--- src/rtl/acc_ctrl_pkg.sv ---
package acc_ctrl_pkg;

  localparam int STATE_W = 4;
  localparam int OP_W    = 2;

  typedef enum logic [STATE_W-1:0] {
    S_RES = 4'd0,
    S_IF0 = 4'd1,
    S_IF1 = 4'd2,
    S_IF2 = 4'd3,
    S_IF3 = 4'd4,
    S_OD  = 4'd5,
    S_LD0 = 4'd6,
    S_LD1 = 4'd7,
    S_LD2 = 4'd8,
    S_ST0 = 4'd9,
    S_ST1 = 4'd10,
    S_AD0 = 4'd11,
    S_AD1 = 4'd12,
    S_AD2 = 4'd13,
    S_BR0 = 4'd14,
    S_BR1 = 4'd15
  } ctl_state_e;

  localparam logic [OP_W-1:0] OP_LOAD  = 2'b00;
  localparam logic [OP_W-1:0] OP_STORE = 2'b01;
  localparam logic [OP_W-1:0] OP_ADD   = 2'b10;
  localparam logic [OP_W-1:0] OP_BRNEG = 2'b11;

  typedef struct packed {
    logic pc_clr;
    logic pc_inc;
    logic mar_from_pc;
    logic mar_from_ir;
    logic mbr_from_mem;
    logic mbr_from_ac;
    logic ir_load;
    logic ac_from_mbr;
    logic ac_add;
    logic pc_from_ir;
    logic mem_req;
    logic mem_rd;
    logic mem_wr;
  } ctl_strobe_t;

  localparam ctl_strobe_t STROBE_IDLE = '0;

endpackage

--- src/rtl/acc_ctrl_sync.sv ---
module acc_ctrl_sync #(
  parameter int WIDTH  = 2,
  parameter int STAGES = 1
) (
  input  logic             clk,
  input  logic [WIDTH-1:0] d_in,
  output logic [WIDTH-1:0] d_out
);

  logic [WIDTH-1:0] chain_q [STAGES];

  always_ff @(posedge clk) begin
    chain_q[0] <= d_in;
  end

  for (genvar g = 1; g < STAGES; g++) begin : g_stage
    always_ff @(posedge clk) begin
      chain_q[g] <= chain_q[g-1];
    end
  end

  assign d_out = chain_q[STAGES-1];

endmodule

--- src/rtl/acc_ctrl_next.sv ---
module acc_ctrl_next
  import acc_ctrl_pkg::*;
(
  input  ctl_state_e      cur,
  input  logic            rst_s,
  input  logic            wait_s,
  input  logic [OP_W-1:0] ir_op,
  input  logic            ac_sign,
  output ctl_state_e      nxt
);

  ctl_state_e op_target;

  always_comb begin
    case (ir_op)
      OP_LOAD:  op_target = S_LD0;
      OP_STORE: op_target = S_ST0;
      OP_ADD:   op_target = S_AD0;
      default:  op_target = S_BR0;
    endcase
  end

  always_comb begin
    nxt = cur;
    if (rst_s) begin
      nxt = S_RES;
    end else begin
      case (cur)
        S_RES: nxt = S_IF0;
        S_IF0: nxt = S_IF1;
        S_IF1: nxt = wait_s ? S_IF2 : S_IF1;
        S_IF2: nxt = wait_s ? S_IF2 : S_IF3;
        S_IF3: nxt = wait_s ? S_OD  : S_IF3;
        S_OD:  nxt = op_target;
        S_LD0: nxt = S_LD1;
        S_LD1: nxt = wait_s ? S_LD1 : S_LD2;
        S_LD2: nxt = S_IF0;
        S_ST0: nxt = S_ST1;
        S_ST1: nxt = wait_s ? S_ST1 : S_IF0;
        S_AD0: nxt = S_AD1;
        S_AD1: nxt = wait_s ? S_AD1 : S_AD2;
        S_AD2: nxt = S_IF0;
        S_BR0: nxt = ac_sign ? S_BR1 : S_IF0;
        S_BR1: nxt = S_IF0;
        default: nxt = S_RES;
      endcase
    end
  end

endmodule

--- src/rtl/acc_ctrl_decode.sv ---
module acc_ctrl_decode
  import acc_ctrl_pkg::*;
(
  input  ctl_state_e  cur,
  output ctl_strobe_t strobe
);

  always_comb begin
    strobe = STROBE_IDLE;
    case (cur)
      S_RES: strobe.pc_clr = 1'b1;
      S_IF0: begin
        strobe.mar_from_pc = 1'b1;
        strobe.pc_inc      = 1'b1;
      end
      S_IF2, S_LD1, S_AD1: begin
        strobe.mem_req      = 1'b1;
        strobe.mem_rd       = 1'b1;
        strobe.mbr_from_mem = 1'b1;
      end
      S_IF3: strobe.ir_load = 1'b1;
      S_LD0, S_AD0: strobe.mar_from_ir = 1'b1;
      S_LD2: strobe.ac_from_mbr = 1'b1;
      S_ST0: begin
        strobe.mar_from_ir = 1'b1;
        strobe.mbr_from_ac = 1'b1;
      end
      S_ST1: begin
        strobe.mem_req = 1'b1;
        strobe.mem_wr  = 1'b1;
      end
      S_AD2: strobe.ac_add     = 1'b1;
      S_BR1: strobe.pc_from_ir = 1'b1;
      default: strobe = STROBE_IDLE;
    endcase
  end

endmodule

--- src/rtl/acc_ctrl.sv ---
module acc_ctrl
  import acc_ctrl_pkg::*;
#(
  parameter int SYNC_STAGES = 1
) (
  input  logic               clk,
  input  logic               rst_in,
  input  logic               mem_wait,
  input  logic [OP_W-1:0]    ir_op,
  input  logic               ac_sign,
  output logic               pc_clr,
  output logic               pc_inc,
  output logic               mar_from_pc,
  output logic               mar_from_ir,
  output logic               mbr_from_mem,
  output logic               mbr_from_ac,
  output logic               ir_load,
  output logic               ac_from_mbr,
  output logic               ac_add,
  output logic               pc_from_ir,
  output logic               mem_req,
  output logic               mem_rd,
  output logic               mem_wr,
  output logic [STATE_W-1:0] state_o
);

  logic        rst_s;
  logic        wait_s;
  logic [1:0]  sync_out;
  ctl_state_e  state_q;
  ctl_state_e  state_d;
  ctl_strobe_t strobe;

  acc_ctrl_sync #(
    .WIDTH  (2),
    .STAGES (SYNC_STAGES)
  ) u_sync (
    .clk   (clk),
    .d_in  ({rst_in, mem_wait}),
    .d_out (sync_out)
  );

  assign rst_s  = sync_out[1];
  assign wait_s = sync_out[0];

  acc_ctrl_next u_next (
    .cur     (state_q),
    .rst_s   (rst_s),
    .wait_s  (wait_s),
    .ir_op   (ir_op),
    .ac_sign (ac_sign),
    .nxt     (state_d)
  );

  always_ff @(posedge clk) begin
    state_q <= state_d;
  end

  acc_ctrl_decode u_dec (
    .cur    (state_q),
    .strobe (strobe)
  );

  assign pc_clr       = strobe.pc_clr;
  assign pc_inc       = strobe.pc_inc;
  assign mar_from_pc  = strobe.mar_from_pc;
  assign mar_from_ir  = strobe.mar_from_ir;
  assign mbr_from_mem = strobe.mbr_from_mem;
  assign mbr_from_ac  = strobe.mbr_from_ac;
  assign ir_load      = strobe.ir_load;
  assign ac_from_mbr  = strobe.ac_from_mbr;
  assign ac_add       = strobe.ac_add;
  assign pc_from_ir   = strobe.pc_from_ir;
  assign mem_req      = strobe.mem_req;
  assign mem_rd       = strobe.mem_rd;
  assign mem_wr       = strobe.mem_wr;
  assign state_o      = state_q;

endmodule

--- config.mk ---
export PLATFORM = sky130hd
export DESIGN_NAME = acc_ctrl
export DESIGN_NICKNAME = d
export VERILOG_FILES = /design/src/rtl/acc_ctrl_pkg.sv /design/src/rtl/acc_ctrl_sync.sv /design/src/rtl/acc_ctrl_next.sv /design/src/rtl/acc_ctrl_decode.sv /design/src/rtl/acc_ctrl.sv
export SDC_FILE = /design/constraint.sdc
export NUM_CORES = 1
export LEC_CHECK = 0
export BUFFER_PORTS_ARGS = -buffer_cell sky130_fd_sc_hd__buf_2
export CORE_AREA = 2 2 39 41
export CTS_CLUSTER_SIZE = 14
export DETAILED_ROUTE_END_ITERATION = 16
export DIE_AREA = 0 0 41 43
export PLACE_DENSITY = 0.69
export RECOVER_POWER = 25
export SLEW_MARGIN = 30
export SYNTH_ARGS = -nofsm -noshare
export SYNTH_HDL_FRONTEND = slang
export SYNTH_SLANG_ARGS = --single-unit
--- constraint.sdc ---
create_clock -name clk -period 1.3 [get_ports clk]
set_input_delay 0.13 -clock clk [delete_from_list [all_inputs] [get_ports clk]]
set_output_delay 0.13 -clock clk [all_outputs]
set_load 0.02 [all_outputs]
==> results of run 1 <==
[repair_timing]
action                                  CTS  global route
endpoints found under the setup margin   13            16
pin swaps                                 2             0
setup buffers                             8             0
hold buffers                              2             0
gates resized for setup                  15            25
hold endpoints to repair                  2             0
[Yosys cell counts (2+ instances only)]
| master | n | area, um2 |
|---|---|---|
| a21oi_1 | 3 | 15.0 |
| nor3_1 | 4 | 20.0 |
| nor2b_1 | 2 | 12.5 |
| nor2_1 | 8 | 30.0 |
| inv_1 | 3 | 11.3 |
| buf_4 | 2 | 15.0 |
| nand2_1 | 8 | 30.0 |
| o22ai_1 | 3 | 18.8 |
| o21ai_0 | 3 | 15.0 |
| buf_6 | 3 | 33.8 |
| ha_1 | 2 | 25.0 |
| nand2b_1 | 4 | 25.0 |
| mux2_2 | 2 | 22.5 |
| dfxtp_1 | 6 | 120 |
[registers in the layout, indices dropped and copies added, names as in the netlist]
name and count:
u_sync.chain_q 2, state_o 4
[worst register-to-register path, stage by stage (launching register included)]
cell and delay, ns:
dfxtp_4 0.36, buf_6 0.12, nor4b_4 0.30, buf_4 0.17, nor2_4 0.04, o211ai_1 0.07, o21ai_1 0.08
[area by class of cell]
| class | count | share of cell area |
|---|---|---|
| Clock buffer | 4 | 0.0286 |
| Inverter | 5 | 0.0259 |
| Multi-Input combinational cell | 52 | 0.483 |
| Sequential cell | 6 | 0.147 |
| Tap cell | 16 | 0.0218 |
| Timing Repair Buffer | 35 | 0.293 |
[kinds of logic after synthesis]
logic type / count (synthesis)
simple gates: 27
xor+xnor: 2
buf+inv: 11
flops: 6
compound gates: 19
mux: 2
fa+ha+maj: 2
[power groups by stage]
| stage | sequential, mW | clock [mW] | combinational (mW) |
|---|---|---|---|
| after floorplan | 0.260 | 0 | 0.414 |
| after global placement | 0.282 | 0 | 0.464 |
| after detailed placement | 0.285 | 0 | 0.469 |
| after CTS | 0.268 | 0.205 | 0.611 |
| after global routing | 0.281 | 0.222 | 0.745 |
| final | 0.278 | 0.206 | 0.691 |
[layer usage]
layer | global-route usage | vias to the layer above
met2 | 0.303 | 27
met1 | 0.238 | 317
met5 | 0 | -
met4 | 0.0867 | 0
met3 | 0.0838 | 2
li1 | - | 308
[through the flow]
step | area (um2) | setup TNS, ns
global placement | 669 | 0
global route | 917 | -1.01
finish | 917 | -0.395
floorplan | 577 | -0.0920
CTS | 827 | -0.341
detailed placement | 669 | 0
[how the worst min path moves through the flow]
stage	from	end	slack [ns]
detailed placement	mem_wait	u_sync.chain_q[0][0]$_DFF_P_	0.23
global route	ac_sign	state_o[2]$_SDFF_PP0_	0.25
CTS	ac_sign	state_o[2]$_SDFF_PP0_	0.24
floorplan	mem_wait	u_sync.chain_q[0][0]$_DFF_P_	0.16
global placement	rst_in	u_sync.chain_q[0][1]$_DFF_P_	0.23
finish	ac_sign	state_o[2]$_SDFF_PP0_	0.24
==> qor.yml, run 1 <==
status:
  status: "finished, violations left"
  violations: "negative setup slack"
power_and_ir_drop:
  power.leakage_nw: 0.414
  p_int_mw: 0.657
  power_switching_mw: 0.518
  seqPwrFrac: 0.236
  sw_frac_of_total: 0.441
  powerDensity_mw_per_mm2: 1280
  power_mw: 1.17
  p_clk_frac: 0.175
  peakVddDrop_mv: 0.625
  combPwrFrac: 0.588
cts:
  clkTransAtPathRegs_ns: 0.06
  cts_tree: "done"
  htreeDepth: 1
  clk_path_buf_depth: 2
  cts_root_buf: "clkbuf_4"
  numCtsBuffers: 3
  cts_sinks: 6
  worstSkewPairLatency_ns: 0.26
sta:
  holdWs_ns: 0.237
  setup_viol: 7
  setup_slack_ns: -0.0978
  grt_setup_unrepaired: "yes"
  drv_slew: 0
  fin_crit_sh: 1.08
  hold_violations: 0
  slew_headroom: 0.792
  worst_pin_slew_ns: 0.310
  skew_ns: 0.0100
  min_period_ns: 1.40
  fmax_mhz: 715
detailed_routing:
  drc: 0
  drtIter0Drc: 21
  post_drt_via_cell_ratio: 5.54
  met3WireLength_um: 107
  top_layer_used: "met4"
  post_drt_wl_per_cell_um: 14.6
  met2_length_um: 916
  ant_nets: 0
  dr_total_vias: 654
  drt_pass1_iterations: 4
  wl_mm: 1.73
  met1_length_um: 699
synth:
  syn_nets: 77
  synth_cell_types: 30
  synth_top_family_by_area: "simple AND/OR/NAND/NOR gates"
  syn-instance-count: 69
  postSynthAreaPerCell_um2: 7.76
  synth_edf_count: 0
  syn_area_um2: 536
  synthFlopType: "dfxtp_1"
  synth_seq_cells: 6
  async_flop_share: 0
  yosysSeqAreaShare: 0.224
  synth_xor_area_frac: 0.0327
  yosysWarnings: 0
  synth_adder_area_share: 0.0467
  yosys.area_share.simple: 0.264
  synthMuxAreaShare: 0.0421
  synth_compound_area_frac: 0.250
worst_setup_path:
  crit_fanout: 5
  cp-start-kind: "flop"
  r2r_end: "state_o[3]$_SDFF_PP0_"
  crit_cells: 4
  reg2reg_slack_ns: 0.05
  cp-startpoint: "state_o[2]$_SDFF_PP0_"
  crit_chain: "nand2b_4 -> mux2_4 -> o22ai_2 -> buf_6"
  cp_slowest_stage_delay_ns: 0.36
  r2r-start: "state_o[2]$_SDFF_PP0_"
  arrival_ns: 1.27
  crit_family: "flip-flops"
  r2r_cells: 6
  critical_path_buf_inv_count: 1
  required_ns: 1.17
  cp_slowest_cell: "dfxtp_4"
  endpoint: "mem_req"
  critPathKind: "reg -> out"
  cp-end-kind: "output port"
global_route:
  grt_pass1_wl_mm: 2.42
  grt_max_degree: 12
  grt_pass1_vias: 563
  grt_overflow: 0
  grt_usage: 0.201
  antenna_found_initial: 0
cells_and_area:
  final_util: 0.663
  layout_commonest_cell: "buf_4"
  fill_cells: 111
  final_cells: 118
  syn_to_final_growth_pct: 71.3
  multi_input_area_um2: 443
  layout.nets: 111
  regArea_um2: 135
  mostFrequentLayoutCells: "16 x buf_4, 10 x buf_2, 7 x buf_6, 6 x nand2_1"
  n_antenna_cell: 0
  layout-drive-gt1-share: 0.588
floorplan:
  die_w_um: 41
  rows: 14
  fp.dieH_um: 43
  core_region_area_mm2: 0.00138
  initial_utilization: 0.387
  io_pins: 23
  die_area_mm2: 0.00176
place:
  portBuffers: 22
  numPlacedInstances: 104
  pre_cts_ws_ns: 0.0600
  finalWeightedCongestion: 0.857
  dp_hpwl_mm: 1.01
hold_path:
  worstHoldPathType: "in -> reg"
  hold_path_depth: 3
job:
  cap_viol_max_count: 0
Note: power is estimated with default switching activity, not from simulation.
==> run 2: changes to the inputs <==
--- a/config.mk
+++ b/config.mk
@@ -10,9 +10,10 @@
 export CTS_CLUSTER_SIZE = 14
 export DETAILED_ROUTE_END_ITERATION = 16
 export DIE_AREA = 0 0 41 43
-export PLACE_DENSITY = 0.69
+export PLACE_DENSITY = 0.72
 export RECOVER_POWER = 25
 export SLEW_MARGIN = 30
 export SYNTH_ARGS = -nofsm -noshare
 export SYNTH_HDL_FRONTEND = slang
+export SYNTH_HIERARCHICAL = 1
 export SYNTH_SLANG_ARGS = --single-unit
==> run 2 against run 1 <==
Utilization is 1.6 points lower. Critical path type unchanged. The run still ends with negative setup slack left. Combinational power is 35% lower. Largest cell class unchanged. Synthesized cell count is 12% higher. Via count stayed put.
==> qor.yml, run 2 <==
cts:
  htreeDepth: 1
  clk_path_buf_depth: 2
  worstSkewPairLatency_ns: 0.24
  cts_sinks: 6
  cts_root_buf: "clkbuf_4"
  numCtsBuffers: 3
  clkTransAtPathRegs_ns: 0.05
  cts_tree: "done"
detailed_routing:
  drt_pass1_iterations: 4
  post_drt_wl_per_cell_um: 11.5
  drc: 0
  post_drt_via_cell_ratio: 5.03
  ant_nets: 0
  dr_total_vias: 654
  wl_mm: 1.50
  drtIter0Drc: 12
floorplan:
  fp.dieH_um: 43
  core_region_area_mm2: 0.00138
  initial_utilization: 0.411
  rows: 14
  die_w_um: 41
  io_pins: 23
  die_area_mm2: 0.00176
synth:
  yosysTopAreaCell: "dfxtp_1"
  synth_seq_cells: 6
  synth_edf_count: 0
  postSynthAreaPerCell_um2: 7.39
  synth_cell_types: 30
  synth_top_area_frac: 0.211
  ys_top_cells_by_area: "dfxtp_1 21%, nand2b_1 7.7%, nor2_1 5.9%"
  async_flop_share: 0
  syn_nets: 85
  syn_area_um2: 569
  yosysWarnings: 6
  yosysSeqAreaShare: 0.211
  synthTopCellsByCount: "9 x nor2_1, 7 x nand2b_1, 6 x dfxtp_1, 6 x inv_1, 5 x nand2_1"
  synthFlopType: "dfxtp_1"
  syn-instance-count: 77
  synth.most_common_cell: "nor2_1"
sta:
  fin_crit_sh: 1.03
  setup_slack_ns: -0.0369
  fmax_mhz: 748
  hold_violations: 0
  min_period_ns: 1.34
  setup_viol: 1
  grt_setup_unrepaired: "yes"
  holdWs_ns: 0.367
  slew_headroom: 0.840
  skew_ns: 0.00830
  worst_pin_slew_ns: 0.240
  setup_tns_ns: -0.0369
  drv_slew: 0
cells_and_area:
  fill_cells: 130
  syn_to_final_growth_pct: 57.1
  layout.nets: 124
  largest_reg_flops: 4
  mostFrequentLayoutCells: "22 x buf_4, 13 x buf_2, 9 x nor2_1, 6 x inv_1, 5 x nand2b_1"
  final_util: 0.646
  n_antenna_cell: 0
  layout-drive-gt1-share: 0.509
  layout_commonest_cell: "buf_4"
global_route:
  globalRouteMet3Util: 0.0471
  top_usage_layer: "met2"
  grt_pass1_vias: 568
  grt_overflow: 0
  grt_max_degree: 12
  grt_pass1_wl_mm: 2.29
  met1_usage: 0.219
  grtUsageMet2: 0.313
  antenna_found_initial: 0
  grt_usage: 0.184
status:
  status: "finished, violations left"
  violations: "negative setup slack"
hold_path:
  worstHoldPathType: "in -> reg"
worst_setup_path:
  cp_slowest_cell: "dfxtp_4"
  crit_chain: "or2_4 -> nor3b_2 -> buf_4"
  critical_path_buf_inv_count: 1
  cp_slowest_stage_delay_ns: 0.35
  crit_fanout: 5
  cp-end-kind: "output port"
  arrival_ns: 1.21
  crit_family: "simple AND/OR/NAND/NOR gates"
  critPathKind: "reg -> out"
  cp-start-kind: "flop"
  required_ns: 1.17
job:
  cap_viol_max_count: 0
power_and_ir_drop:
  peakVddDrop_mv: 0.692
  powerDensity_mw_per_mm2: 942
  power.leakage_nw: 0.410
place:
  portBuffers: 22
  finalWeightedCongestion: 0.824
  dp_hpwl_um: 983
## run 2: path summary, 6_finish.rpt
check,start,slack (ns),cells after the start,end
worst min register to register,u_sync/chain_q[0][1]$_DFF_P_,0.55,1,state_o[3]$_DFF_P_
worst max register to register,state_o[0]$_DFF_P_,0.09,5,state_o[2]$_DFF_P_
worst min-delay path,ac_sign,0.37,5,state_o[1]$_DFF_P_
worst max-delay path,state_o[1]$_DFF_P_,-0.04,3,ir_load
## run 2: area by class of cell
class                      count  area [um2]  share of cell area
inverter                       7        26.3              0.0294
clock buffer                   3        22.5              0.0252
tap                           16        20.0              0.0224
timing repair buffer          40         277               0.309
multi-input combinational     58         414               0.463
sequential                     6         135               0.151
## run 2: kinds of logic after synthesis
group,after synthesis,share of synthesized area
XOR/XNOR,1,0.0154
flip-flops,6,0.211
AO/OA/AOI/OAI,18,0.198
buffers and inverters,13,0.134
adder cells (fa/ha/maj),2,0.0439
AND/OR/NAND/NOR,36,0.380
multiplexers,1,0.0176
## run 2: metal layers
layer	vias to the layer above	wire length (um)
met3	0	97
met1	286	628
met2	26	769
li1	342	-
met4	0	0
met5	-	0
## run 2: worst min-delay path, stage by stage
cell and delay, ns:
buf_2 0.09, inv_1 0.09, o21ai_0 0.09, nand4_1 0.09, nand3_1 0.07
## run 2: timing repair
action,CTS,global route
buffers inserted,6,3
hold buffers,2,0
resized for setup,11,9
pin swaps,1,2
setup endpoints to repair,13,11
endpoints found under the hold margin,2,0
## run 2: where the power goes
group | leakage (nW) | total [mW] | switching [mW] | internal (mW)
clock network | 0.0138 | 0.166 | 0.0623 | 0.104
registers | 0.0524 | 0.227 | 0.0245 | 0.202
logic | 0.344 | 0.449 | 0.229 | 0.221
total | 0.410 | 0.843 | 0.315 | 0.527
## run 2: metrics by stage
step	std cells	area, um2	power, mW	setup WS, ns
4_1_cts	127	847	0.797	-0.0287
3_5_place_dp	116	731	0.582	0.0682
3_3_place_gp	116	731	0.577	0.0775
6_report	130	895	0.843	-0.0369
2_1_floorplan	77	601	0.507	0.00350
5_1_grt	130	895	0.903	-0.0935
